### config.mk
export PLATFORM = sky130hd
export DESIGN_NAME = wrq_guard
export DESIGN_NICKNAME = d
export VERILOG_FILES = /design/src/rtl/wrq_pkg.sv /design/src/rtl/wrq_sync.sv /design/src/rtl/wrq_holdoff.sv /design/src/rtl/wrq_qualify.sv /design/src/rtl/wrq_guard.sv
export SDC_FILE = /design/constraint.sdc
export NUM_CORES = 1
export LEC_CHECK = 0
export BUFFER_PORTS_ARGS = -buffer_cell sky130_fd_sc_hd__buf_2
export CORE_MARGIN = 10
export CORE_UTILIZATION = 25
export CTS_CLUSTER_SIZE = 24
export DETAILED_ROUTE_END_ITERATION = 8
export GPL_TIMING_DRIVEN = 1
export PLACE_DENSITY_LB_ADDON = 0.15
export SYNTH_ARGS = -nofsm -noshare
export SYNTH_HDL_FRONTEND = slang
export SYNTH_SLANG_ARGS = --single-unit
### constraint.sdc
create_clock -name clk -period 3.8 [get_ports clk]
set_input_delay 0.57 -clock clk [delete_from_list [all_inputs] [get_ports clk]]
set_output_delay 0.57 -clock clk [all_outputs]
set_load 0.02 [all_outputs]
### src/rtl/wrq_pkg.sv
package wrq_pkg;
    localparam int PIN_CS = 0;
    localparam int PIN_OE = 1;
    localparam int PIN_WE = 2;
    localparam int PIN_PG = 3;
    localparam int NPINS  = 4;
    // idle pin levels: select, output-enable and write-enable high, supply low
    localparam logic [NPINS-1:0] PIN_IDLE = 4'b0111;
endpackage

### src/rtl/wrq_sync.sv
module wrq_sync #(
    parameter int W = 4,
    parameter logic [W-1:0] RST_VAL = '0
) (
    input  logic         clk,
    input  logic         rst_n,
    input  logic [W-1:0] din,
    output logic [W-1:0] dout
);
    typedef struct packed {
        logic [W-1:0] s1;
        logic [W-1:0] s2;
    } sync_t;

    sync_t st_d, st_q;

    always_comb begin
        st_d = st_q;
        for (int i = 0; i < W; i++) begin
            st_d.s1[i] = din[i];
            st_d.s2[i] = st_q.s1[i];
        end
    end

    always_ff @(posedge clk or negedge rst_n) begin
        if (!rst_n) begin
            st_q.s1 <= RST_VAL;
            st_q.s2 <= RST_VAL;
        end else begin
            st_q <= st_d;
        end
    end

    assign dout = st_q.s2;
endmodule

### src/rtl/wrq_holdoff.sv
module wrq_holdoff #(
    parameter int HOLD_CYCLES = 1000000
) (
    input  logic clk,
    input  logic rst_n,
    input  logic supply_s,
    output logic active,
    output logic wr_en
);
    localparam int HCW = (HOLD_CYCLES < 1) ? 1 : $clog2(HOLD_CYCLES + 1);
    localparam logic [HCW-1:0] HOLD_V = HCW'(HOLD_CYCLES);

    typedef struct packed {
        logic [HCW-1:0] cnt;
    } hold_t;

    hold_t st_d, st_q;

    always_comb begin
        st_d = st_q;
        if (!supply_s) begin
            st_d.cnt = HOLD_V;
        end else if (st_q.cnt != '0) begin
            st_d.cnt = st_q.cnt - 1'b1;
        end
    end

    always_ff @(posedge clk or negedge rst_n) begin
        if (!rst_n) begin
            st_q.cnt <= HOLD_V;
        end else begin
            st_q <= st_d;
        end
    end

    assign active = (st_q.cnt != '0);
    assign wr_en  = supply_s && (st_q.cnt == '0);
endmodule

### src/rtl/wrq_qualify.sv
module wrq_qualify #(
    parameter int ADDR_W    = 16,
    parameter int DATA_W    = 16,
    parameter int MIN_WIDTH = 3
) (
    input  logic              clk,
    input  logic              rst_n,
    input  logic              cs_s,
    input  logic              oe_s,
    input  logic              we_s,
    input  logic              wr_en,
    input  logic [ADDR_W-1:0] addr_in,
    input  logic [DATA_W-1:0] data_in,
    output logic              acc_pulse,
    output logic [ADDR_W-1:0] acc_addr,
    output logic [DATA_W-1:0] acc_data
);
    localparam int CW = (MIN_WIDTH < 1) ? 1 : $clog2(MIN_WIDTH + 1);
    localparam logic [CW-1:0] MIN_V = CW'(MIN_WIDTH);

    typedef struct packed {
        logic              prev;
        logic [CW-1:0]     cnt;
        logic              bad;
        logic [ADDR_W-1:0] a_start;
        logic              pulse;
        logic [ADDR_W-1:0] o_addr;
        logic [DATA_W-1:0] o_data;
    } qual_t;

    qual_t st_d, st_q;
    logic  strobe, s_rise, s_fall;

    always_comb begin
        strobe = !cs_s && oe_s && !we_s;
        s_rise = strobe && !st_q.prev;
        s_fall = !strobe && st_q.prev;

        st_d       = st_q;
        st_d.prev  = strobe;
        st_d.pulse = 1'b0;

        if (strobe) begin
            st_d.cnt = (st_q.cnt >= MIN_V) ? st_q.cnt : st_q.cnt + 1'b1;
            st_d.bad = (s_rise ? 1'b0 : st_q.bad) | !wr_en;
            if (s_rise) begin
                st_d.a_start = addr_in;
            end
        end else begin
            st_d.cnt = '0;
            st_d.bad = 1'b0;
        end

        if (s_fall && (st_q.cnt >= MIN_V) && !st_q.bad && wr_en) begin
            st_d.pulse  = 1'b1;
            st_d.o_addr = st_q.a_start;
            st_d.o_data = data_in;
        end
    end

    always_ff @(posedge clk or negedge rst_n) begin
        if (!rst_n) begin
            st_q <= '0;
        end else begin
            st_q <= st_d;
        end
    end

    assign acc_pulse = st_q.pulse;
    assign acc_addr  = st_q.o_addr;
    assign acc_data  = st_q.o_data;
endmodule

### src/rtl/wrq_guard.sv
module wrq_guard #(
    parameter int ADDR_W      = 16,
    parameter int DATA_W      = 16,
    parameter int MIN_WIDTH   = 3,
    parameter int HOLD_CYCLES = 1000000
) (
    input  logic              clk,
    input  logic              rst_n,
    input  logic              cs_n,
    input  logic              oe_n,
    input  logic              we_n,
    input  logic              supply_ok,
    input  logic [ADDR_W-1:0] addr_in,
    input  logic [DATA_W-1:0] data_in,
    output logic              acc_pulse,
    output logic [ADDR_W-1:0] acc_addr,
    output logic [DATA_W-1:0] acc_data,
    output logic              holdoff_active
);
    import wrq_pkg::*;

    logic [NPINS-1:0] pins_raw, pins_s;
    logic             wr_en;

    always_comb begin
        pins_raw         = '0;
        pins_raw[PIN_CS] = cs_n;
        pins_raw[PIN_OE] = oe_n;
        pins_raw[PIN_WE] = we_n;
        pins_raw[PIN_PG] = supply_ok;
    end

    wrq_sync #(.W(NPINS), .RST_VAL(PIN_IDLE)) u_sync (
        .clk  (clk),
        .rst_n(rst_n),
        .din  (pins_raw),
        .dout (pins_s)
    );

    wrq_holdoff #(.HOLD_CYCLES(HOLD_CYCLES)) u_hold (
        .clk     (clk),
        .rst_n   (rst_n),
        .supply_s(pins_s[PIN_PG]),
        .active  (holdoff_active),
        .wr_en   (wr_en)
    );

    wrq_qualify #(.ADDR_W(ADDR_W), .DATA_W(DATA_W), .MIN_WIDTH(MIN_WIDTH)) u_qual (
        .clk      (clk),
        .rst_n    (rst_n),
        .cs_s     (pins_s[PIN_CS]),
        .oe_s     (pins_s[PIN_OE]),
        .we_s     (pins_s[PIN_WE]),
        .wr_en    (wr_en),
        .addr_in  (addr_in),
        .data_in  (data_in),
        .acc_pulse(acc_pulse),
        .acc_addr (acc_addr),
        .acc_data (acc_data)
    );
endmodule

==> results.yml, run 1 <==
status:
  status: "complete, no violations"
clocking:
  hold_buffers: 0
  clkLatencyLatePin_ns: 0.34
  postCtsSetupBuffers: 0
  cts_max_level: 3
  clock-root-buffer: "clkbuf_16"
  cts_buffers: 9
  clk_path_buf_depth: 2
  cts.sinks: 81
  cts-resized-gates: 0
  clkTransAtPathRegs_ns: 0.06
  cts_tree: "yes"
critical_path:
  arrival_ns: 2.47
  endpoint_kind: "output pin"
  worst-setup-path-type: "flop to output pin"
  critPathLaunchType: "flop"
  cp_max_fo: 8
  cp.required_ns: 3.23
yosys:
  synth_edf_count: 0
  synth_area_mm2: 0.00362
  ys.flop_type: "dfrtp_1"
  ys_ff_latch: 81
  synth_async_sr_flop_share: 1.00
  muxShareOfSynthArea: 0.178
  syn_avg_cell_area_um2: 12.7
  synth_cells: 286
  synth-simple-area-share: 0.120
  synth_xor_xnor_area_share: 0.00242
  synth_compound_area_frac: 0.0439
  synth_seq_area_share: 0.564
  synth-adder-area-share: 0.00691
  synth_top_family_by_area: "multiplexers"
  yosysWarnings: 0
  ys_types: 41
  synth.net_count: 326
worst_hold_path:
  hold_class: "primary input to async pin"
timing:
  finalCritPeriodShare: 0.800
  worst_pin_slew_ns: 0.942
  clock.fmax_mhz: 329
  drv_slew: 0
  finalSetupViolCount: 0
  rsz0062_at_grt: "no"
  max_slew_margin: 0.372
  clock_skew_ns: 0.00628
  period_needed_ns: 3.04
  hold_violations: 0
  fin_tns_setup_ns: 0
  timing.hold.ws_ns: 0.317
  timing.final.ws_setup_ns: 0.759
drt:
  routed_wl_um: 7880
  drt_iter0_markers: 82
  ant_nets: 0
  dr.pass1.iters: 4
  dr_total_vias: 2269
  via_per_inst: 4.40
  route.detailed.drc: 0
  wl_per_cell_um: 15.3
floorplan:
  start_util: 0.258
  dieHeight_um: 140
  die_area_mm2: 0.0197
  fp-row-count: 43
  coreArea_mm2: 0.0140
  io_pins: 72
  dieWidth_um: 140
finish:
  drive_gt1_frac: 0.446
  syn_to_final_growth_pct: 18.2
  fin_cells: 516
  fin_nets: 371
  antennaDiodeCount: 0
  design_area_mm2: 0.00428
  multi_input_area_mm2: 0.00128
  num-fill-cells: 1430
  ff_latch_area_mm2: 0.00204
placement:
  gp_congestion: 0.752
  portBuffers: 71
  dp_slack_ns: 1.14
  dp_hpwl_um: 5550
  placedCellCount: 500
  postPlaceCellArea_mm2: 0.00396
global_routing:
  grt_util_all_layers: 0.0836
  first_global_vias: 2459
  antenna_found_initial: 0
  grt_first_pass_wirelength_um: 13100
  grt_start_max_net_pins: 62
  grt_overflow: 0
pwr:
  leakage_uw: 0.00195
  p_int_uw: 1610
  switching_power_uw: 469
  irDropWorstVdd_mv: 0.258
  p_seq_frac: 0.465
  pwr-share-comb: 0.090
  powerDensity_mw_per_mm2: 487
  clockPowerShare: 0.445
  p_sw_frac: 0.225
job:
  max_cap_viol_count: 0
-- area by class of cell --
cell class,instances,area share
inverter,4,0.00351
timing repair buffer,77,0.0942
sequential,81,0.478
clock inverter,3,0.0152
tap,180,0.0526
multi-input combinational,158,0.298
clock buffer,13,0.0585
-- through the flow --
step           power, uW   util
4_1_cts             2130  0.305
5_1_grt             2200  0.305
2_1_floorplan       1100      -
3_5_place_dp        1180  0.282
6_report            2080  0.305
3_3_place_gp        1170  0.282
-- power groups by stage --
stage	Sequential [uW]	Combinational, uW	Clock [uW]
after floorplan	973	130	0
after global placement	981	188	0
after detailed placement	986	192	0
after CTS	970	193	970
after global routing	978	211	1020
final	969	188	927
-- cell usage in the layout, fill, tap and decap left out, types with 2 or more instances in the layout --
cell and instances:
a211oi_1 3, clkbuf_16 9, o21ai_0 7, dfstp_2 13, a21oi_1 10, nor3_1 7, or4_1 5, ha_1 2
or4_2 3, buf_4 7, dfrtp_1 68, nand3_1 7, o31ai_1 3, or3_2 3, bufinv_16 2, nand2b_1 10
nand2_1 11, nor2_1 6, clkbuf_1 3, buf_2 70, mux2_2 35, mux2_1 17, nor4_1 4, mux2i_1 6
inv_1 4
-- cells by family after synthesis --
logic type	Yosys count
mux	58
xor+xnor	1
fa+ha+maj	2
flops	81
compound gates	27
simple gates	70
buf+inv	47
-- critical path, cell delays in order, from the launching register on --
cell and delay (ns):
dfrtp_1 0.43, or4_1 0.70, nor4b_4 0.50, buf_4 0.24
nand2_1 0.09, buf_2 0.18
-- flip-flops by register name, indices dropped and copies added, names as in the netlist --
signal	cells
u_qual.acc_pulse	1
u_qual.acc_data	16
u_qual.st_q	20
u_hold.st_q	20
u_sync.st_d	4
u_sync.dout	4
u_qual.acc_addr	16
-- Yosys cell counts, types with 2 or more instances --
| library cell | count | share of area |
|---|---|---|
| nor3_1 | 7 | 0.0097 |
| clkbuf_1 | 6 | 0.0062 |
| nor2_1 | 7 | 0.0073 |
| mux2i_1 | 6 | 0.017 |
| or4_2 | 3 | 0.0073 |
| dfrtp_1 | 68 | 0.47 |
| or3_2 | 3 | 0.0062 |
| buf_2 | 5 | 0.0069 |
| o31ai_1 | 3 | 0.0062 |
| nand2b_1 | 10 | 0.017 |
| nand2_1 | 11 | 0.011 |
| mux2_2 | 35 | 0.11 |
| inv_1 | 4 | 0.0041 |
| nor4_1 | 4 | 0.0069 |
| mux2_1 | 17 | 0.053 |
| dfstp_2 | 13 | 0.094 |
| or4_1 | 5 | 0.010 |
| a21oi_1 | 10 | 0.014 |
| a211oi_1 | 3 | 0.0062 |
| ha_1 | 2 | 0.0069 |
| nand3_1 | 7 | 0.0097 |
| o21ai_0 | 7 | 0.0097 |
| buf_4 | 32 | 0.066 |
-- metal layers --
layer | vias up | global-route usage | share of wire
li1 | 1074 | - | -
met1 | 1145 | 0.0914 | 0.43
met2 | 42 | 0.138 | 0.51
met3 | 8 | 0.0385 | 0.050
met4 | 0 | 0.0310 | 0.015
met5 | - | 0 | 0
-- path summary, 6_finish.rpt --
kind	start	end	slack, ns	cells after the start
setup / recovery	u_hold.st_q[11]$_DFFE_PN0P_	holdoff_active	0.76	5
hold / removal	rst_n	u_qual.acc_data[4]$_DFFE_PN0P_	0.32	1
setup reg to reg	u_hold.st_q[11]$_DFFE_PN0P_	u_qual.acc_addr[1]$_DFFE_PN0P_	1.27	5
hold reg to reg	u_sync.st_d[3]$_DFF_PN0_	u_sync.dout[3]$_DFF_PN0_	0.35	0
max in group asynchronous	rst_n	u_hold.st_q[6]$_DFFE_PN1P_	2.63	2
min in group clk	cs_n	u_sync.st_d[0]$_DFF_PN1_	0.33	1
No activity file was read; power rests on OpenSTA's default activity.
==> run 2: changes to the inputs <==
ABC_AREA = 1   (was default)
clock period = 2.7 ns   (was 3.8 ns; I/O delays follow)
==> run 2 against run 1 <==
Via count is 30% higher; die area up 5.9%; cell count rose by 29%; utilization fell by 0.93 points; non-clock buffer count rose by 1; global-route usage increased by 1.4 points; combinational power rose by 21%; first-iteration DRC count up 87%; power rose by 40%; clock skew increased by 0.00069 ns; critical endpoint unchanged; worst hold slack lost 0.20 ns; critical path type unchanged; register-to-register slack worse by 0.69 ns.
==> results.yml, run 2 <==
clocking:
  hold_buffers: 0
  clk_path_buf_depth: 2
  cts_max_level: 3
  cts.sinks: 81
  cts-resized-gates: 0
  postCtsSetupBuffers: 0
  cts_tree: "yes"
  clkLatencyLatePin_ns: 0.34
  clkTransAtPathRegs_ns: 0.06
  cts_buffers: 9
  clock-root-buffer: "clkbuf_16"
critical_path:
  cp_slowest_stage_delay_ns: 0.41
  endpoint_kind: "output pin"
  critical_path.slowest_cell: "dfrtp_1"
  r2r_end: "u_qual.acc_addr[15]$_DFFE_PN0P_"
  worst-setup-path-type: "flop to output pin"
  cp.required_ns: 2.30
  r2r_cells: 9
  r2r_slack_ns: 0.58
  crit_chain: "inv_1, ha_1, nand2_2, nor2_4, nand3b_1, buf_2"
  crit_buf_inv: 2
  critPathLaunchType: "flop"
  arrival_ns: 2.04
  cpLargestDelayFamily: "simple AND/OR/NAND/NOR gates"
  rr_startpoint: "u_hold.st_q[0]$_DFFE_PN0P_"
  cp_max_fo: 7
timing:
  drv_slew: 0
  clock_skew_ns: 0.00697
  hold_violations: 0
  timing.final.ws_setup_ns: 0.251
  worst_pin_slew_ns: 1.02
  period_needed_ns: 2.45
  fin_tns_setup_ns: 0
  finalSetupViolCount: 0
  max_slew_margin: 0.317
  finalCritPeriodShare: 0.907
  rsz0062_at_grt: "no"
  clock.fmax_mhz: 408
placement:
  portBuffers: 71
  dp_hpwl_um: 6920
  postPlaceCellArea_mm2: 0.00416
  gp_congestion: 0.871
  dp_slack_ns: 0.575
finish:
  fin_nets: 515
  design_area_mm2: 0.00449
  antennaDiodeCount: 0
  num-fill-cells: 1633
  reg_top3: "u_hold.st_q (20), u_qual.st_q (20)"
  drive_gt1_frac: 0.265
  syn_to_final_growth_pct: 16.0
  final_cell_mix: "113 x nand2_1, 70 x buf_2, 67 x dfrtp_1"
  layout_commonest_cell: "nand2_1"
yosys:
  synth_async_sr_flop_share: 1.00
  ys.flop_type: "dfrtp_1"
  yosysWarnings: 0
  ys_ff_latch: 81
  yosys-top-cells-area: "dfrtp_1 44%, nand2_1 11%, dfstp_2 8.8%"
  synth_seq_area_share: 0.528
  synth_edf_count: 0
  synth_cells: 437
  synth_area_mm2: 0.00387
  synth.largest_area_cell: "dfrtp_1"
  synth_common_cells: "113 x nand2_1, 68 x dfrtp_1, 40 x nand4_1"
  syn_avg_cell_area_um2: 8.86
  synth_most_common_cell: "nand2_1"
  synth.net_count: 477
  ys_types: 33
  yosysTopAreaCellShare: 0.440
global_routing:
  grt_overflow: 0
  busiest_layer: "met2"
  grt_start_max_net_pins: 53
  grt_use_met2: 0.158
  first_global_vias: 3097
  grt_first_pass_wirelength_um: 16000
  use_met3: 0.0239
  grt_util_all_layers: 0.0978
  grtUsageMet1: 0.119
  antenna_found_initial: 0
floorplan:
  die_area_mm2: 0.0209
  fp-row-count: 45
  start_util: 0.255
  coreArea_mm2: 0.0152
  io_pins: 72
  dieWidth_um: 144
  dieHeight_um: 144
pwr:
  leakage_uw: 0.00231
  powerDensity_mw_per_mm2: 651
  irDropWorstVdd_mv: 0.331
drt:
  dr.pass1.iters: 4
  ant_nets: 0
  routed_wl_um: 9900
  via_per_inst: 4.42
  dr_total_vias: 2945
  drt_iter0_markers: 153
  route.detailed.drc: 0
  wl_per_cell_um: 14.8
status:
  status: "complete, no violations"
job:
  max_cap_viol_count: 0
worst_hold_path:
  hold_class: "primary input to async pin"
## run 2: metrics by stage
| stage | power, uW | hold slack (ns) | cells | util |
|---|---|---|---|---|
| CTS | 2980 | 0.145 | 667 | 0.295 |
| detailed placement | 1600 | 0.335 | 652 | 0.274 |
| floorplan | 1490 | 0.109 | 437 | - |
| finish | 2920 | 0.114 | 667 | 0.295 |
| global route | 3060 | 0.147 | 667 | 0.295 |
| global placement | 1600 | 0.340 | 652 | 0.274 |
## run 2: cell type report
class	count	area (um^2)	area share
Inverter	38	143	0.0318
Timing Repair Buffer	78	410	0.0914
Sequential cell	81	2040	0.455
Tap cell	188	235	0.0524
Multi-Input combinational cell	267	1330	0.297
Clock inverter	5	86.3	0.0192
Clock buffer	10	239	0.0532
## run 2: where the power goes
part	total (uW)	switching, uW	internal (uW)
Combinational	228	143	85.8
Sequential	1340	52.1	1290
Clock	1350	512	839
Total	2920	706	2220
## run 2: worst max path at each step
stage,from,to,slack [ns],cells after the start
2_1_floorplan,u_hold.st_q[0]$_DFFE_PN0P_,holdoff_active,0.92,6
3_3_place_gp,u_hold.st_q[0]$_DFFE_PN0P_,u_qual.acc_data[7]$_DFFE_PN0P_,0.65,9
3_5_place_dp,u_hold.st_q[0]$_DFFE_PN0P_,u_qual.acc_data[14]$_DFFE_PN0P_,0.57,9
4_1_cts,u_hold.st_q[0]$_DFFE_PN0P_,holdoff_active,0.22,6
5_1_grt,u_hold.st_q[0]$_DFFE_PN0P_,holdoff_active,0.09,6
6_report,u_hold.st_q[0]$_DFFE_PN0P_,holdoff_active,0.25,6
## run 2: kinds of logic after synthesis
group,synth area share
adder cells (fa/ha/maj),0.00647
flip-flops,0.528
AO/OA/AOI/OAI,0.0414
multiplexers,0.00259
buffers and inverters,0.129
AND/OR/NAND/NOR,0.286
XOR/XNOR,0.00679
## run 2: layer usage
metal | routed length (um) | part of all wire
met1 | 4510 | 0.46
met2 | 4650 | 0.47
met3 | 541 | 0.055
met4 | 191 | 0.019
met5 | 0 | 0
==> run 3: changes to the inputs <==
CORE_UTILIZATION = 50   (was 25)
==> run 3 against run 2 <==
Fmax grew 4.4%; critical path depth unchanged; non-clock buffer count decreased by 1; cell count shrank 13%; clock power fell by 34%; via count shrank 2.1%; die area is 44% lower; count of clock-buffer cells in the layout increased by 2; final area down 5.4%; critical endpoint unchanged; wire length decreased by 18%; power fell by 16%.
==> results.yml, run 3 (synthesis gave the netlist of run 2 again) <==
status:
  status: "complete, no violations"
timing:
  fin_tns_setup_ns: 0
  rsz0062_at_grt: "no"
  max_slew_margin: 0.323
  drv_slew: 0
  finalSetupViolCount: 0
  finalCritPeriodShare: 0.869
  worst_pin_slew_ns: 1.02
  clock_skew_ns: 0.0130
  period_needed_ns: 2.35
  timing.final.ws_setup_ns: 0.354
  clock.fmax_mhz: 426
  hold_violations: 0
clocking:
  clkTransAtPathRegs_ns: 0.08
  hold_buffers: 0
  cts_max_level: 3
  cts_buffers: 9
  clkLatencyLatePin_ns: 0.34
  cts.sinks: 81
  cts_tree: "yes"
  clk_path_buf_depth: 2
  postCtsSetupBuffers: 0
  cts-resized-gates: 0
  clock-root-buffer: "clkbuf_8"
floorplan:
  coreArea_mm2: 0.00761
  dieWidth_um: 108
  io_pins: 72
  dieHeight_um: 108
  fp-row-count: 32
  die_area_mm2: 0.0117
  start_util: 0.509
placement:
  portBuffers: 71
  gp_congestion: 0.913
  placedCellCount: 565
  dp_hpwl_um: 5580
  dp_slack_ns: 0.720
critical_path:
  r2r_end: "u_qual.acc_addr[4]$_DFFE_PN0P_"
  critPathLaunchType: "flop"
  rr_startpoint: "u_hold.st_q[0]$_DFFE_PN0P_"
  r2r_slack_ns: 0.74
  worst-setup-path-type: "flop to output pin"
  endpoint_kind: "output pin"
  arrival_ns: 1.94
  r2r_cells: 9
  cp.required_ns: 2.30
  cp_max_fo: 7
drt:
  dr.pass1.iters: 4
  dr_total_vias: 2884
  via_per_inst: 4.96
  wl_per_cell_um: 14.0
  drt_iter0_markers: 133
  ant_nets: 0
  routed_wl_um: 8160
  route.detailed.drc: 0
global_routing:
  first_global_vias: 2857
  grt_overflow: 0
  grt_start_max_net_pins: 77
  busiest_layer: "met2"
  grt_use_met2: 0.215
  grt_first_pass_wirelength_um: 13900
  use_met3: 0.0506
  antenna_found_initial: 0
  grt_util_all_layers: 0.146
  grtUsageMet1: 0.198
job:
  max_cap_viol_count: 0
worst_hold_path:
  hold_path_startpoint: "we_n"
  hold_class: "primary input to flop"
  hold_end: "u_sync.st_d[2]$_DFF_PN1_"
  min_path_cells: 1
finish:
  antennaDiodeCount: 0
  layout_commonest_cell: "nand2_1"
  final_cell_mix: "113 x nand2_1, 70 x buf_2, 68 x dfrtp_1"
  postLayoutCoreUtil: 0.558
  reg_top3: "u_hold.st_q (20), u_qual.st_q (20)"
  drive_gt1_frac: 0.259
  syn_to_final_growth_pct: 9.70
  fin_cells: 581
  fin_nets: 514
pwr:
  irDropWorstVdd_mv: 0.388
  total_power_uw: 2450
  powerDensity_mw_per_mm2: 578
  leakage_uw: 0.00225
[run 3: cell types whose count changed in the layout (fill, tap and decap cells not counted), sizes merged]
| cell | delta |
|---|---|
| buf | -1 |
| inv | -1 |
| clkbuf | +2 |
| bufinv | -1 |
| clkinv | +1 |
[run 3: area by class of cell]
| cell class | count | area, um^2 |
|---|---|---|
| clock buffers | 12 | 145 |
| clock inverters | 4 | 52.6 |
| fillers | 749 | 3360 |
| inverters | 38 | 143 |
| multi-input cells | 267 | 1330 |
| flip-flops and latches | 81 | 2040 |
| well taps | 102 | 128 |
| repair buffers | 77 | 403 |
[run 3: per-stage QoR]
step	hold slack (ns)	cell area [um^2]
after floorplan	0.109	3870
after global placement	0.332	4050
after detailed placement	0.337	4050
after CTS	0.140	4250
after global routing	0.132	4250
final	0.158	4250
[run 3: report_power, final]
group          switching (uW)  internal, uW  leakage (uW)
Clock                     432           458      0.000101
Sequential               50.9          1290      0.000963
Combinational             138          84.5       0.00118
Total                     621          1830       0.00225
[run 3: worst max-delay path: stages, from the launching register on]
cell and delay, ns:
dfrtp_1 0.40, inv_1 0.10, ha_1 0.30, nand2_2 0.11
nor2_4 0.19, nand3b_1 0.25, buf_2 0.25
[run 3: how the worst max path moves through the flow]
| stage | start | end | slack (ns) |
|---|---|---|---|
| floorplan | u_hold.st_q[0]$_DFFE_PN0P_ | holdoff_active | 0.92 |
| global placement | u_hold.st_q[0]$_DFFE_PN0P_ | u_qual.acc_data[12]$_DFFE_PN0P_ | 0.79 |
| detailed placement | u_hold.st_q[0]$_DFFE_PN0P_ | holdoff_active | 0.72 |
| CTS | u_hold.st_q[0]$_DFFE_PN0P_ | holdoff_active | 0.33 |
| global route | u_hold.st_q[0]$_DFFE_PN0P_ | holdoff_active | 0.22 |
| finish | u_hold.st_q[0]$_DFFE_PN0P_ | holdoff_active | 0.35 |
[run 3: layer usage]
layer,part of all wire,vias up
li1,-,1453
met3,0.072,8
met5,0,-
met2,0.46,72
met1,0.46,1351
met4,0.0076,0
